$ cat config.mk
export PLATFORM = sky130hd
export DESIGN_NAME = snoop_line_ctrl
export DESIGN_NICKNAME = d
export VERILOG_FILES = /design/src/rtl/snoop_line_pkg.sv /design/src/rtl/cpu_xition.sv /design/src/rtl/snoop_xition.sv /design/src/rtl/line_state_array.sv /design/src/rtl/snoop_line_ctrl.sv
export SDC_FILE = /design/constraint.sdc
export NUM_CORES = 1
export LEC_CHECK = 0
export BUFFER_PORTS_ARGS = -buffer_cell sky130_fd_sc_hd__clkbuf_2
export CORE_AREA = 4 4 56 58
export CTS_CLUSTER_SIZE = 16
export DETAILED_ROUTE_END_ITERATION = 10
export DIE_AREA = 0 0 60 62
export PLACE_DENSITY = 0.76
export SLEW_MARGIN = 10
export SYNTH_ARGS = -nofsm -noshare
export SYNTH_HDL_FRONTEND = slang
export SYNTH_SLANG_ARGS = --single-unit
$ cat constraint.sdc
create_clock -name clk -period 3 [get_ports clk]
set_clock_uncertainty 0.05 [all_clocks]
set_input_delay 0.3 -clock clk [delete_from_list [all_inputs] [get_ports clk]]
set_output_delay 0.3 -clock clk [all_outputs]
set_load 0.005 [all_outputs]
$ cat src/rtl/snoop_line_pkg.sv
package snoop_line_pkg;

   typedef enum logic [2:0] {
      ST_INV         = 3'd0,
      ST_CLN_EXCL    = 3'd1,
      ST_DRT_EXCL    = 3'd2,
      ST_CLN_SHR     = 3'd3,
      ST_DRT_SHR     = 3'd4,
      ST_CLN_OWN_SHR = 3'd5
   } line_st_t;

   typedef enum logic [3:0] {
      EV_NONE     = 4'd0,
      EV_CPU_RD   = 4'd1,
      EV_CPU_WR   = 4'd2,
      EV_CPU_REPL = 4'd3,
      EV_SNP_RD   = 4'd4,
      EV_SNP_RDI  = 4'd5,
      EV_SNP_INV  = 4'd6,
      EV_SNP_WB   = 4'd7,
      EV_SNP_WRI  = 4'd8
   } ev_t;

   typedef enum logic [2:0] {
      BUS_NONE = 3'd0,
      BUS_RD   = 3'd1,
      BUS_RDI  = 3'd2,
      BUS_INV  = 3'd3,
      BUS_WB   = 3'd4
   } bus_t;

   function automatic logic is_owner(input line_st_t s);
      return (s == ST_CLN_EXCL) || (s == ST_DRT_EXCL) ||
             (s == ST_DRT_SHR)  || (s == ST_CLN_OWN_SHR);
   endfunction

   function automatic logic is_snoop(input ev_t e);
      return (e >= EV_SNP_RD) && (e <= EV_SNP_WRI);
   endfunction

   function automatic logic is_cpu(input ev_t e);
      return (e >= EV_CPU_RD) && (e <= EV_CPU_REPL);
   endfunction

endpackage

$ cat src/rtl/cpu_xition.sv
module cpu_xition
   import snoop_line_pkg::*;
(
   input  line_st_t cur,
   input  ev_t      ev,
   input  logic     other_cached,
   output bus_t     bus,
   output line_st_t nxt
);

   // Issued transaction: a function of state and event only.
   always_comb begin
      bus = BUS_NONE;
      unique case (ev)
         EV_CPU_RD:   if (cur == ST_INV) bus = BUS_RD;
         EV_CPU_WR: begin
            if (cur == ST_INV) bus = BUS_RDI;
            else if ((cur == ST_CLN_SHR) || (cur == ST_DRT_SHR) ||
                     (cur == ST_CLN_OWN_SHR)) bus = BUS_INV;
         end
         EV_CPU_REPL: if ((cur == ST_DRT_EXCL) || (cur == ST_DRT_SHR)) bus = BUS_WB;
         default:     bus = BUS_NONE;
      endcase
   end

   // Next state: may use the shared-line answer of the bus.
   always_comb begin
      nxt = cur;
      unique case (ev)
         EV_CPU_RD:   if (cur == ST_INV) nxt = other_cached ? ST_CLN_SHR : ST_CLN_EXCL;
         EV_CPU_WR:   nxt = ST_DRT_EXCL;
         EV_CPU_REPL: nxt = ST_INV;
         default:     nxt = cur;
      endcase
   end

endmodule

$ cat src/rtl/snoop_xition.sv
module snoop_xition
   import snoop_line_pkg::*;
#(
   parameter bit CLEAN_OWNER = 1'b1
)(
   input  line_st_t cur,
   input  ev_t      ev,
   output logic     cci,
   output line_st_t nxt
);

   line_st_t rd_hit_cln_excl;

   generate
      if (CLEAN_OWNER) begin : g_clean_owner
         assign rd_hit_cln_excl = ST_CLN_OWN_SHR;
      end else begin : g_no_clean_owner
         assign rd_hit_cln_excl = ST_CLN_SHR;
      end
   endgenerate

   always_comb begin
      cci = 1'b0;
      nxt = cur;
      unique case (ev)
         EV_SNP_RD: begin
            cci = is_owner(cur);
            unique case (cur)
               ST_CLN_EXCL: nxt = rd_hit_cln_excl;
               ST_DRT_EXCL: nxt = ST_DRT_SHR;
               default:     nxt = cur;
            endcase
         end
         EV_SNP_RDI: begin
            cci = is_owner(cur);
            nxt = ST_INV;
         end
         EV_SNP_INV, EV_SNP_WRI: nxt = ST_INV;
         default: begin
            cci = 1'b0;
            nxt = cur;
         end
      endcase
   end

endmodule

$ cat src/rtl/line_state_array.sv
module line_state_array
   import snoop_line_pkg::*;
#(
   parameter int NUM_LINES = 8,
   parameter int IDX_W     = 3
)(
   input  logic             clk,
   input  logic             rst_n,
   input  logic             wr_en,
   input  logic [IDX_W-1:0] idx,
   input  line_st_t         wr_state,
   output line_st_t         rd_state
);

   line_st_t per_line [NUM_LINES];

   generate
      for (genvar g = 0; g < NUM_LINES; g++) begin : g_line
         line_st_t q;
         always_ff @(posedge clk or negedge rst_n) begin
            if (!rst_n)
               q <= ST_INV;
            else if (wr_en && (idx == IDX_W'(g)))
               q <= wr_state;
         end
         assign per_line[g] = q;
      end
   endgenerate

   assign rd_state = per_line[idx];

endmodule

$ cat src/rtl/snoop_line_ctrl.sv
module snoop_line_ctrl
   import snoop_line_pkg::*;
#(
   parameter int NUM_LINES   = 8,
   parameter bit CLEAN_OWNER = 1'b1,
   localparam int IDX_W      = (NUM_LINES > 1) ? $clog2(NUM_LINES) : 1
)(
   input  logic             clk,
   input  logic             rst_n,
   input  logic [3:0]       ev_op,
   input  logic [IDX_W-1:0] ev_idx,
   input  logic             other_cached,
   output logic [2:0]       bus_op,
   output logic             cci_en,
   output logic [2:0]       next_state
);

   generate
      if (NUM_LINES < 2) begin : g_chk_lines
         $error("snoop_line_ctrl: NUM_LINES must be at least 2");
      end
      if ((NUM_LINES & (NUM_LINES - 1)) != 0) begin : g_chk_pow2
         $error("snoop_line_ctrl: NUM_LINES must be a power of two");
      end
   endgenerate

   ev_t      ev;
   line_st_t cur;
   line_st_t nxt_cpu;
   line_st_t nxt_snp;
   line_st_t nxt;
   bus_t     bus;
   logic     cci;
   logic [2:0] cur_state;

   assign ev = ev_t'(ev_op);

   line_state_array #(
      .NUM_LINES (NUM_LINES),
      .IDX_W     (IDX_W)
   ) i_store (
      .clk      (clk),
      .rst_n    (rst_n),
      .wr_en    (ev != EV_NONE),
      .idx      (ev_idx),
      .wr_state (nxt),
      .rd_state (cur)
   );

   cpu_xition i_cpu (
      .cur          (cur),
      .ev           (ev),
      .other_cached (other_cached),
      .bus          (bus),
      .nxt          (nxt_cpu)
   );

   snoop_xition #(
      .CLEAN_OWNER (CLEAN_OWNER)
   ) i_snp (
      .cur (cur),
      .ev  (ev),
      .cci (cci),
      .nxt (nxt_snp)
   );

   always_comb begin
      if (is_snoop(ev))    nxt = nxt_snp;
      else if (is_cpu(ev)) nxt = nxt_cpu;
      else                 nxt = cur;
   end

   assign bus_op     = bus;
   assign cci_en     = cci;
   assign next_state = nxt;
   assign cur_state  = cur;

endmodule

== Yosys cells after proc, flatten, opt, wreduce, memory -nomap -nowiden ==
Index checks and enable logic that the tools add are counted.

* Register bits: 24
* Bits in latches: 0
* Bits in writable memories: 0
* Memory bits (read-only): 0
* Bits of input ports: 10
* Logic and storage cells: 70
* Memories kept: 0

* Add/sub/neg operators: 0
* Multiply operators: 0
* Div/mod/pow operators: 0
* $lt $le $gt $ge: 5
* Equal/unequal tests: 19
* Shift operators: 0
* Multiplexer cells: 16
* Bitwise logic cells: 1
* Reduce and logical (&&, ||, !) cells: 21

{| class="wikitable"
|+ Operator list
! operator !! number
|-
| 3-bit 2-to-1 mux || 7
|-
| 3-bit == test (second input constant) || 6
|-
| 3-bit case mux with 3 select lines || 2
|-
| 3-bit by 2-bit == test with 1-bit output (second input constant) || 4
|-
| 4-bit by 3-bit == test with 1-bit output (second input constant) || 3
|-
| 3-bit case mux with 2 select lines || 2
|-
| 1-bit logical AND || 10
|-
| 3-bit binary-select mux with 3-bit select || 1
|-
| 4-bit by 2-bit == test with 1-bit output (second input constant) || 2
|-
| 3-bit by 1-bit == test with 1-bit output (second input constant) || 2
|-
| 3-bit logical NOT || 2
|-
| 1-bit logical OR || 6
|-
| 4-bit by 1-bit == test with 1-bit output (second input constant) || 1
|-
| 4-bit == test (second input constant) || 1
|-
| 4-bit by 1-bit >= comparator with 1-bit output (second input constant) || 1
|-
| 4-bit by 3-bit >= comparator with 1-bit output (second input constant) || 1
|-
| 4-bit >= comparator (second input constant) || 1
|-
| 4-bit by 2-bit less-or-equal comparator with 1-bit output (second input constant) || 1
|-
| 4-bit less-or-equal comparator (second input constant) || 1
|-
| 2-bit 2-to-1 mux || 2
|-
| 3-bit NOT with 4-bit output || 1
|-
| 4-bit nonzero test || 1
|-
| 3-bit OR reduction || 1
|-
| 1-bit 2-to-1 mux || 2
|-
| 2-bit OR reduction || 1
|}

== Depth between registers and ports, before layout ==
Gate-level depths: netlist of the first run.

* Word-level depth: 10
* Depth in mapped cells: 8

== By module ==
From an unflattened synthesis of the first run, not the netlist that was laid out.

* Cells, all modules: 146
* Area, all modules: 1635.3 sq um

{| class="wikitable"
|+ Modules (own cells, without submodules)
! module !! instances !! cells each !! area an instance (sq um) !! seq. area each (sq um)
|-
| line_state_array || 1 || 84 || 1184.9 || 600.6
|-
| snoop_line_ctrl || 1 || 22 || 170.2 || 0.0
|-
| cpu_xition || 1 || 21 || 152.6 || 0.0
|-
| snoop_xition || 1 || 19 || 127.6 || 0.0
|}

== Worst setup path before layout of the first run ==
Ideal clock, no wire load.

* Path type: input to register
* From: input port ev_idx[0]
* To: register i_store.g_line[1].q[1]
* Setup time: 0.125 ns
* Data arrival time: 2.063 ns
* Required time: 2.825 ns
* Slack: 0.762 ns
* Cell stages on the path: 7
* Path buffers: 2
* Cell sequence: buf_6 buf_12 a2111oi_2 a2111oi_4 o311ai_0 o311ai_2 mux2_2

* Word-level cells in the longest chain between the ends: 9

{| class="wikitable"
|+ RTL lines
! what !! line !! source
|-
| from (decl) || snoop_line_ctrl.sv:11 || <nowiki>input logic [IDX_W-1:0] ev_idx,</nowiki>
|-
| 3-bit NOT with 4-bit output (not written as such) (*) || line_state_array.sv:30 || <nowiki>assign rd_state = per_line[idx];</nowiki>
|-
| 3-bit binary-select mux with 3-bit select (*) || line_state_array.sv:30 ||
|-
| 3-bit 2-to-1 mux (not written as such) (*) (2 in a row) || line_state_array.sv:30 ||
|-
| 3-bit logical NOT || cpu_xition.sv:30 || <nowiki>EV_CPU_RD: if (cur == ST_INV) nxt = other_cached ? ST_CLN_SHR : ST_CLN_EXCL;</nowiki>
|-
| 3-bit 2-to-1 mux || cpu_xition.sv:30 ||
|-
| 3-bit case mux with 3 select lines || cpu_xition.sv:29 || <nowiki>unique case (ev)</nowiki>
|-
| 3-bit 2-to-1 mux || snoop_line_ctrl.sv:69 || <nowiki>else if (is_cpu(ev)) nxt = nxt_cpu;</nowiki>
|-
| 3-bit 2-to-1 mux (*) || snoop_line_ctrl.sv:68 || <nowiki>if (is_snoop(ev)) nxt = nxt_snp;</nowiki>
|-
| named net next_state[1] || snoop_line_ctrl.sv:15 || <nowiki>output logic [2:0] next_state</nowiki>
|-
| to (signal assigned) || line_state_array.sv:24 || <nowiki>q <= wr_state;</nowiki>
|-
| to (decl) || line_state_array.sv:19 || <nowiki>line_st_t q;</nowiki>
|}

Mark *: on every way through the listed nets, which the timed path passes. The rest lies on a longest branch. The select of a mux whose other input is x is not followed.
A chain may end at the register's enable or synchronous reset.

== Worst setup path in the final report of the first run ==
* From: register i_store.g_line[0].q[0]
* To: output port next_state[1]

* Word-level cells in the longest chain between the ends: 8

{| class="wikitable"
|+ RTL lines
! what !! line
|-
| from (decl) || line_state_array.sv:19
|-
| from (signal assigned) || line_state_array.sv:24
|-
| 3-bit binary-select mux with 3-bit select (*) || line_state_array.sv:30
|-
| 3-bit 2-to-1 mux (not written as such) (*) (2 in a row) || line_state_array.sv:30
|-
| 3-bit logical NOT || cpu_xition.sv:30
|-
| 3-bit 2-to-1 mux || cpu_xition.sv:30
|-
| 3-bit case mux with 3 select lines || cpu_xition.sv:29
|-
| 3-bit 2-to-1 mux || snoop_line_ctrl.sv:69
|-
| 3-bit 2-to-1 mux (*) || snoop_line_ctrl.sv:68
|-
| to (decl) || snoop_line_ctrl.sv:15
|}

Every way passes the cells marked *; elsewhere a longest branch is shown, timed or not. The select of a mux whose other input is x is not followed.

==> summary.txt, run 1 <==
Setup path
  – Crit Path Category: flip-flop to output pin
  – Biggest fanout along the worst timing path: 9
  – Crit path buf inv count: 1
  – Critical Path End Type: output pin
  – Startpoint Class: flip-flop
  – Worst Path Arrival: 2.45 ns
  – Slowest-stage cell, CP: o311ai_0
  – Cell Chain, Critical Path: nor2b_1 > a2111oi_2 > a2111oi_4 > o311ai_0 > o311ai_4 > clkbuf_2
  – Worst EP required: around 2.7 ns
  – CP top delay family: compound AO/OA/AOI/OAI gates
  – CP peak stage delay: ~0.55 ns

GRT
  – Initial antenna violation count: 0
  – GR Util All Layers: between 10% and 20%
  – Vias in the first global route: 1,071
  – Largest net degree at the start of global routing: 25
  – First-pass GRT wire length: 4.95 mm
  – Congestion Overflow GR: 0

Clock tree
  – Clock root buffer: clkbuf_4
  – Post-CTS setup buffers: 0
  – Clk buf depth: 2
  – Worst-path clk slew: 0.12 ns
  – Skew-Pair Late Insertion Delay: 0.31 ns
  – Max H-tree Level: 1
  – CTS tree: yes
  – CTS Buf Count: 3
  – CTS sink cnt: 24

Placement
  – Placer Congestion: just under 0.9
  – Final HPWL DP: 2.33 mm
  – PortBufs: 16

Yosys
  – Syn_area_per_cell: 11.0 um2
  – Mux contribution to synthesized area: 25.9%
  – Register area share after synthesis: 40.9%
  – Main combinational cell family by area after synthesis: multiplexers
  – Synth Area in XOR/XNOR: 1.79%
  – Post-Synth Simple-Gate Area: 17.0%
  – Post-synthesis cell count: roughly 130
  – Syn. warnings: 0
  – Yosys cell types: 35
  – Compound-Gate Fraction of Synth Area: 10.8%
  – Synth Area in Adders: 0%
  – Seq cells post-synth: 24
  – Syn Nets: ~140
  – Synthesized area: 1470 um2

Drt
  – Pre-antenna DRT Iters: 4
  – Routed wire length: 2.95 mm
  – Vias: 1,057
  – Post-route ant nets: 0
  – Vias per cell: 5.81
  – Routed WL per cell: 16.2 um
  – DRC: 0
  – Drt initial violations: 56

Power
  – Leak: 0.742 nW
  – Clock power frac: 15.6%
  – Switching power: between 0.3 and 0.4 mW
  – Peak supply drop: 0.425 mV
  – Combinational fraction of design power: 36.9%
  – Sequential Power Share: 47.5%
  – P_int: 0.721 mW
  – Total power: 1.07 mW
  – Sw frac: 32.5%
  – Power Density: 662 nW/um2

Die
  – Die X: 60 um
  – Row Count: 19
  – Initial core utilization: a little under three fifths
  – Die Ht: 62 um
  – Die area: 3720 um2
  – Core area: 2660 um2
  – # IOs: 17

STA
  – Final Max Slew Viols: 0
  – Setup_tns: 0 ns
  – Relative slew slack: about 60%
  – Part of the cycle the worst path needs: 93.4%
  – Worst-margin pin slew: approximately 0.6 ns
  – Hold slack: 0.464 ns
  – Max Clk Rate: 0.357 GHz
  – Final Hold Viols: 0
  – RSZ-0062 raised after global routing: false
  – # setup viols final: 0
  – Min Tclk post-route: 2.80 ns

Final layout
  – Largest registers: i_store.g_line.q (24)
  – Area grow syn2layout: 9.88%
  – Most flops, register: i_store.g_line.q
  – Antenna Cells: 0
  – Max reg flops: 24
  – Nets@finish: 162
  – Share of layout cells above drive strength 1: 34.4%
  – Most frequent cells in the layout: mux2_2 (24), dfrtp_1 (24), clkbuf_2 (16), mux2i_1 (11), nand2_1 (11)

Run
  – Max_cap viols: 0

Worst hold path
  – Min-Delay Path Class: input pin to asynchronous set/reset pin

Outcome
  – Status: completed
-- final timing paths --
path	start	end	slack (ns)	depth (start not counted)
min in group clk	i_store.g_line[4].q[2]	i_store.g_line[4].q[2]	0.47	1
worst min-delay path	rst_n	i_store.g_line[4].q[0]	0.46	2
worst max register to register	i_store.g_line[0].q[0]	i_store.g_line[3].q[1]	0.55	6
worst min register to register	i_store.g_line[4].q[2]	i_store.g_line[4].q[2]	0.47	1
worst max-delay path	i_store.g_line[0].q[0]	next_state[1]	0.20	6
max in group asynchronous	rst_n	i_store.g_line[3].q[2]	2.05	2
-- per-stage QoR --
stage,util [%],instances,setup WS [ns],cell area (um2)
detailed placement,58.5,177,0.401,1560
global placement,58.5,177,0.501,1560
global route,60.6,182,0.0434,1610
finish,60.6,182,0.197,1610
CTS,60.2,182,0.148,1600
floorplan,-,133,0.762,1470
-- cell type report --
type / count / area, um2
Clock buffer: 4 / 36.3
Fill cell: 228 / 1050
Timing Repair Buffer: 19 / 105
Inverter: 2 / 7.51
Tap cell: 31 / 38.8
Multi-Input combinational cell: 102 / 826
Sequential cell: 24 / 601
-- Yosys cell counts --
library cell	number	area [um2]
o21ai_1	1	5.00
nand3_1	4	20.0
nand4_1	1	6.26
a2111oi_2	1	15.0
xnor2_1	3	26.3
nor2b_1	5	31.3
nor3_1	4	20.0
a22oi_1	1	7.51
buf_12	1	20.0
mux2i_1	11	110
and2_1	1	6.26
or2_2	2	12.5
and4_1	1	8.76
buf_2	2	10.0
a21oi_1	3	15.0
inv_1	2	7.51
nor2_1	10	37.5
nand2b_1	5	31.3
o22a_1	1	8.76
dfrtp_1	24	601
a31oi_1	2	12.5
o21a_1	1	7.51
a21o_1	1	7.51
o311ai_2	1	16.3
o41ai_4	1	27.5
a2111oi_4	1	27.5
o311ai_0	1	8.76
nor4b_1	1	8.76
and3_1	2	12.5
nor3b_1	1	7.51
mux2_2	24	270
nand2_1	11	41.3
clkbuf_1	1	3.75
or3_1	1	6.26
buf_6	1	11.3
-- power by group through the flow --
stage / sequential, mW / combinational [mW] / clock [mW]
4_1_cts: 0.508 / 0.392 / 0.174
5_1_grt: 0.522 / 0.439 / 0.186
3_5_place_dp: 0.517 / 0.389 / 0
3_3_place_gp: 0.510 / 0.374 / 0
6_report: 0.508 / 0.395 / 0.166
2_1_floorplan: 0.490 / 0.304 / 0
-- what timing repair did --
item / 4_1_cts / 5_1_grt
endpoints found under the hold margin: 24 / 0
endpoints found under the setup margin: 0 / 1
hold buffers: 1 / 0
resized for setup: 0 / 1
-- cell families after synthesis --
family	Yosys count
AND/OR/NAND/NOR	49
multiplexers	35
AO/OA/AOI/OAI	15
buffers and inverters	7
flip-flops	24
XOR/XNOR	3
-- per-layer routing --
| metal | share of wire, % | vias to the layer above | GRT usage, % |
|---|---|---|---|
| met1 | 45 | 522 | 22.6 |
| met3 | 2.9 | 4 | 1.45 |
| met2 | 51 | 13 | 31.0 |
| li1 | - | 518 | - |
| met4 | 1.2 | 0 | 8.86 |
| met5 | 0 | - | 0 |
-- worst register-to-register path, delay by kind of cell (launching register included) --
kind               cells  cell delay (ns)
and+or+nand+nor        1             0.14
muxes                  1             0.34
AOI/OAI and AO/OA      4             1.43
DFF                    1             0.40
No activity file was read; power rests on OpenSTA's default activity.
==> run 2, diff against run 1 <==
--- a/config.mk
+++ b/config.mk
@@ -11,6 +11,7 @@
 export DETAILED_ROUTE_END_ITERATION = 10
 export DIE_AREA = 0 0 60 62
 export PLACE_DENSITY = 0.76
+export RECOVER_POWER = 50
 export SLEW_MARGIN = 10
 export SYNTH_ARGS = -nofsm -noshare
 export SYNTH_HDL_FRONTEND = slang
==> summary.txt, run 2 (synthesized netlist as in run 1, its figures left out) <==
GRT
  – Initial antenna violation count: 0
  – Vias in the first global route: 1,071
  – GR Util All Layers: 17.9%
  – First-pass GRT wire length: between 4 and 5 mm
  – Largest net degree at the start of global routing: 25
  – Congestion Overflow GR: 0

Drt
  – Top sig layer: met4
  – Met2 wire len: 1.49 mm
  – Routed WL per cell: 16.1 um
  – DRC: 0
  – M1 wire length: 1.32 mm
  – Pre-antenna DRT Iters: 4
  – Vias per cell: 5.81
  – Met3 wire len: 86 um
  – Drt initial violations: 48
  – Vias: between 1,000 and 1,500
  – Post-route ant nets: 0
  – Routed wire length: between 2 and 3 mm

Worst hold path
  – Min-Delay Path Class: flip-flop to flip-flop

Outcome
  – Status: completed

Final layout
  – Largest registers: i_store.g_line.q (24)
  – Most frequent cells in the layout: mux2_2 (24), dfrtp_1 (24), clkbuf_2 (15), mux2i_1 (11), nand2_1 (11)
  – Area grow syn2layout: 8.26%
  – Max reg flops: 24
  – Util after Layout: between 50% and 60%
  – Non-Filler Instances: around 180
  – Share of layout cells above drive strength 1: 32.5%
  – Fill cells: 230
  – Most flops, register: i_store.g_line.q
  – Nets@finish: approximately 160
  – Antenna Cells: 0

Clock tree
  – Clock root buffer: clkbuf_4
  – Worst-path clk slew: 0.12 ns
  – Post-CTS setup buffers: 0
  – Clk buf depth: 2
  – CTS Buf Count: 3
  – Max H-tree Level: 1
  – CTS tree: yes
  – Skew-Pair Late Insertion Delay: about 0.31 ns
  – CTS sink cnt: 24

STA
  – Part of the cycle the worst path needs: 93.3%
  – Relative slew slack: 15.9%
  – # setup viols final: 0
  – Worst-margin pin slew: 1.26 ns
  – Final Hold Viols: 0
  – Final WS setup: 0.201 ns
  – RSZ-0062 raised after global routing: false
  – Final Max Slew Viols: 0
  – Min Tclk post-route: 2.80 ns
  – Setup_tns: 0 ns
  – Max Clk Rate: 0.357 GHz

Power
  – Power Density: between 600 and 700 nW/um2
  – Peak supply drop: 0.419 mV
  – P_int: between 0.7 and 0.8 mW
  – Clock power frac: between 10% and 20%
  – Sequential Power Share: between 40% and 50%
  – Total power: ~1.1 mW
  – Leak: 0.724 nW
  – Combinational fraction of design power: 36.1%
  – Sw frac: 32.3%
  – Switching power: 0.341 mW

Die
  – Core area: 2660 um2
  – # IOs: 17
  – Die Ht: 62 um
  – Die X: roughly 60 um
  – Die area: 3720 um2
  – Initial core utilization: 55.2%
  – Row Count: 19

Placement
  – Placed cell count: 177
  – Placer Congestion: 0.867
  – Place WS: 0.401 ns
  – PortBufs: 16
  – Final HPWL DP: 2.33 mm

Setup path
  – CP peak stage delay: between 0.5 and 0.6 ns
  – Worst EP required: 2.65 ns
  – Worst Path Arrival: 2.45 ns
  – Biggest fanout along the worst timing path: 9
  – Cell Chain, Critical Path: nor2b_1 > a2111oi_2 > a2111oi_4 > o311ai_0 > o311ai_4 > clkbuf_2
  – Startpoint Class: flip-flop
  – Critical Path End Type: output pin
  – Slowest-stage cell, CP: o311ai_0
  – Crit Path Category: flip-flop to output pin

Run
  – Max_cap viols: 0
-- run 2: cell count changes in the layout (fill, tap and decap cells not counted) --
cell	change
o41ai_4	-1
buf_4	-1
clkbuf_1	+2
o41ai_1	+1
clkbuf_2	-1
-- run 2: critical path, delay by kind of cell, from the launching register on --
kind	cells	cell delay (ns)
simple gates	1	0.14
flops	1	0.40
compound gates	4	1.41
buf+inv	1	0.18
-- run 2: final timing paths --
check,from,end,slack (ns),cells past startpoint
hold / removal,i_store.g_line[4].q[2],i_store.g_line[4].q[2],0.47,1
hold reg to reg,i_store.g_line[4].q[2],i_store.g_line[4].q[2],0.47,1
setup reg to reg,i_store.g_line[0].q[0],i_store.g_line[3].q[1],0.55,6
setup / recovery,i_store.g_line[0].q[0],next_state[1],0.20,6
max in group asynchronous,rst_n,i_store.g_line[3].q[2],1.43,2
min in group asynchronous,rst_n,i_store.g_line[4].q[0],0.73,2
-- run 2: layout make-up --
class	instances	area (um2)	area share (%)
multi-input cells	102	807	50.7
clock buffers	4	36.3	2.28
flip-flops and latches	24	601	37.8
inverters	2	7.51	0.472
repair buffers	19	100	6.29
well taps	31	38.8	2.44
-- run 2: power by group through the flow --
stage	clock network (mW)	registers (mW)	logic (mW)
after floorplan	0	0.490	0.304
after global placement	0	0.510	0.374
after detailed placement	0	0.517	0.389
after CTS	0.174	0.508	0.392
after global routing	0.186	0.522	0.424
final	0.166	0.508	0.380
-- run 2: layer usage --
metal	global-route usage, %	up-vias
met4	8.86	0
met1	22.6	524
met5	0	-
li1	-	517
met2	31.0	13
met3	1.45	4
-- run 2: repair_timing --
| action | in CTS | in global routing |
|---|---|---|
| gates resized for setup | 0 | 1 |
| hold buffers | 1 | 0 |
| endpoints found under the setup margin | 0 | 1 |
| endpoints found under the hold margin | 24 | 0 |
-- run 2: through the flow --
| step | hold slack (ns) | area (um2) |
|---|---|---|
| 2_1_floorplan | -0.0456 | 1470 |
| 3_3_place_gp | 0.270 | 1560 |
| 3_5_place_dp | 0.279 | 1560 |
| 4_1_cts | 0.470 | 1600 |
| 5_1_grt | 0.499 | 1590 |
| 6_report | 0.471 | 1590 |
==> run 3, diff against run 2 <==
--- a/config.mk
+++ b/config.mk
@@ -6,12 +6,13 @@
 export NUM_CORES = 1
 export LEC_CHECK = 0
 export BUFFER_PORTS_ARGS = -buffer_cell sky130_fd_sc_hd__clkbuf_2
-export CORE_AREA = 4 4 56 58
+export CORE_AREA = 4 4 71 47
 export CTS_CLUSTER_SIZE = 16
 export DETAILED_ROUTE_END_ITERATION = 10
-export DIE_AREA = 0 0 60 62
+export DIE_AREA = 0 0 75 51
 export PLACE_DENSITY = 0.76
 export RECOVER_POWER = 50
+export SKIP_LAST_GASP = 1
 export SLEW_MARGIN = 10
 export SYNTH_ARGS = -nofsm -noshare
 export SYNTH_HDL_FRONTEND = slang
==> summary.txt, run 3 (synthesized netlist as in run 1, its figures left out) <==
Final layout
  – Util after Layout: 58.9%
  – Largest registers: i_store.g_line.q (24)
  – Non-Filler Instances: 185
  – Area grow syn2layout: 9.11%
  – Most flops, register: i_store.g_line.q
  – Max reg flops: 24
  – Nets@finish: 162
  – Final instance area: 1600 um2
  – Share of layout cells above drive strength 1: around 32%
  – Antenna Cells: 0
  – Most frequent cells in the layout: mux2_2 (24), dfrtp_1 (24), clkbuf_2 (15), mux2i_1 (11), nand2_1 (11)

Clock tree
  – Max H-tree Level: 1
  – Worst-path clk slew: 0.08 ns
  – Cts hold-fix bufs: 1
  – CTS sink cnt: 24
  – CTS tree: yes
  – Skew-Pair Late Insertion Delay: 0.26 ns
  – Clk buf depth: 2
  – CTS Buf Count: 3
  – Post-CTS setup buffers: 0
  – Clock root buffer: clkbuf_8
  – # resized after CTS: 0

Worst hold path
  – Hold Startpoint: i_store.g_line[7].q[2]
  – Min-Delay Path Class: flip-flop to flip-flop

STA
  – Hold slack: 0.462 ns
  – Max Clk Rate: 0.355 GHz
  – Final Hold Viols: 0
  – # setup viols final: 0
  – Relative slew slack: 15.3%
  – Final Max Slew Viols: 0
  – Part of the cycle the worst path needs: between 90% and 100%
  – Setup_tns: 0 ns
  – Min Tclk post-route: 2.82 ns
  – Worst-margin pin slew: approximately 1.3 ns
  – RSZ-0062 raised after global routing: false
  – Final WS setup: 0.182 ns

Power
  – Peak supply drop: 0.309 mV
  – Total power: 1.10 mW
  – Leak: 0.720 nW
  – Power Density: between 600 and 700 nW/um2

Drt
  – Vias: 1,063
  – Routed WL per cell: approximately 17 um
  – Vias per cell: 5.75
  – Routed wire length: between 3 and 4 mm
  – DRC: 0
  – Pre-antenna DRT Iters: 4
  – Post-route ant nets: 0
  – Drt initial violations: 58

Die
  – Initial core utilization: 54.0%
  – Die area: 3830 um2
  – Core area: 2720 um2
  – Die Ht: just over 50 um
  – Die X: 75 um
  – # IOs: 17
  – Row Count: 15

GRT
  – Congestion Overflow GR: 0
  – GR Util All Layers: 18.5%
  – Met2 GRT Util: 27.9%
  – Global route hottest layer: met2
  – GR Util met3: 4.72%
  – Vias in the first global route: 1,067
  – Initial antenna violation count: 0
  – Met1 Usage GRT: 26.0%
  – First-pass GRT wire length: around 5.2 mm
  – Largest net degree at the start of global routing: 25

Setup path
  – R2r startpoint: i_store.g_line[7].q[0]
  – R2r setup slk: 0.35 ns
  – Cell Chain, Critical Path: nor2b_1 > a2111oi_2 > a2111oi_4 > nand2b_1 > o311ai_2 > clkbuf_2
  – R2R cell count: 7
  – Levels on crit path: 6
  – CP peak stage delay: 0.61 ns
  – Critical Path End Type: output pin
  – Startpoint Class: flip-flop
  – Crit path buf inv count: 1
  – Worst Path Arrival: 2.47 ns
  – Slowest-stage cell, CP: o311ai_2
  – Crit Path Category: flip-flop to output pin
  – Worst r2r dst: i_store.g_line[2].q[2]
  – Critical path capture point: next_state[1]
  – Biggest fanout along the worst timing path: 9
  – CP top delay family: compound AO/OA/AOI/OAI gates
  – Crit. Startpoint: i_store.g_line[0].q[0]
  – Worst EP required: 2.65 ns

Placement
  – Place WS: 0.324 ns
  – Placer Congestion: about 0.87
  – PortBufs: 16
  – Final HPWL DP: 2.39 mm
  – Placed cell count: 180
  – Placed Area: 1560 um2

Run
  – Max_cap viols: 0

Outcome
  – Status: completed
run 3: how the worst min path moves through the flow:
stage / slack (ns) / cells past startpoint / to
after floorplan: -0.05 / 0 / i_store.g_line[0].q[0]
after global placement: 0.26 / 1 / i_store.g_line[5].q[2]
after detailed placement: 0.28 / 1 / i_store.g_line[5].q[2]
after CTS: 0.47 / 1 / i_store.g_line[7].q[2]
after global routing: 0.48 / 1 / i_store.g_line[7].q[2]
final: 0.46 / 1 / i_store.g_line[7].q[2]
run 3: cell type report:
type                            instances  area [um2]
Clock buffer                            4        55.1
Fill cell                             221        1120
Inverter                                2        7.51
Multi-Input combinational cell        102         797
Sequential cell                        24         601
Tap cell                               34        42.5
Timing Repair Buffer                   19         100
run 3: metal layers:
layer  part of all wire (%)  vias to the layer above
li1                       -                      517
met2                     46                       20
met5                      0                        -
met4                   0.73                        0
met1                     49                      521
met3                    4.2                        5
run 3: report_power, final:
group / internal (mW) / switching (mW)
Clock: 0.117 / 0.0973
Combinational: 0.195 / 0.189
Sequential: 0.443 / 0.0630
Total: 0.754 / 0.349
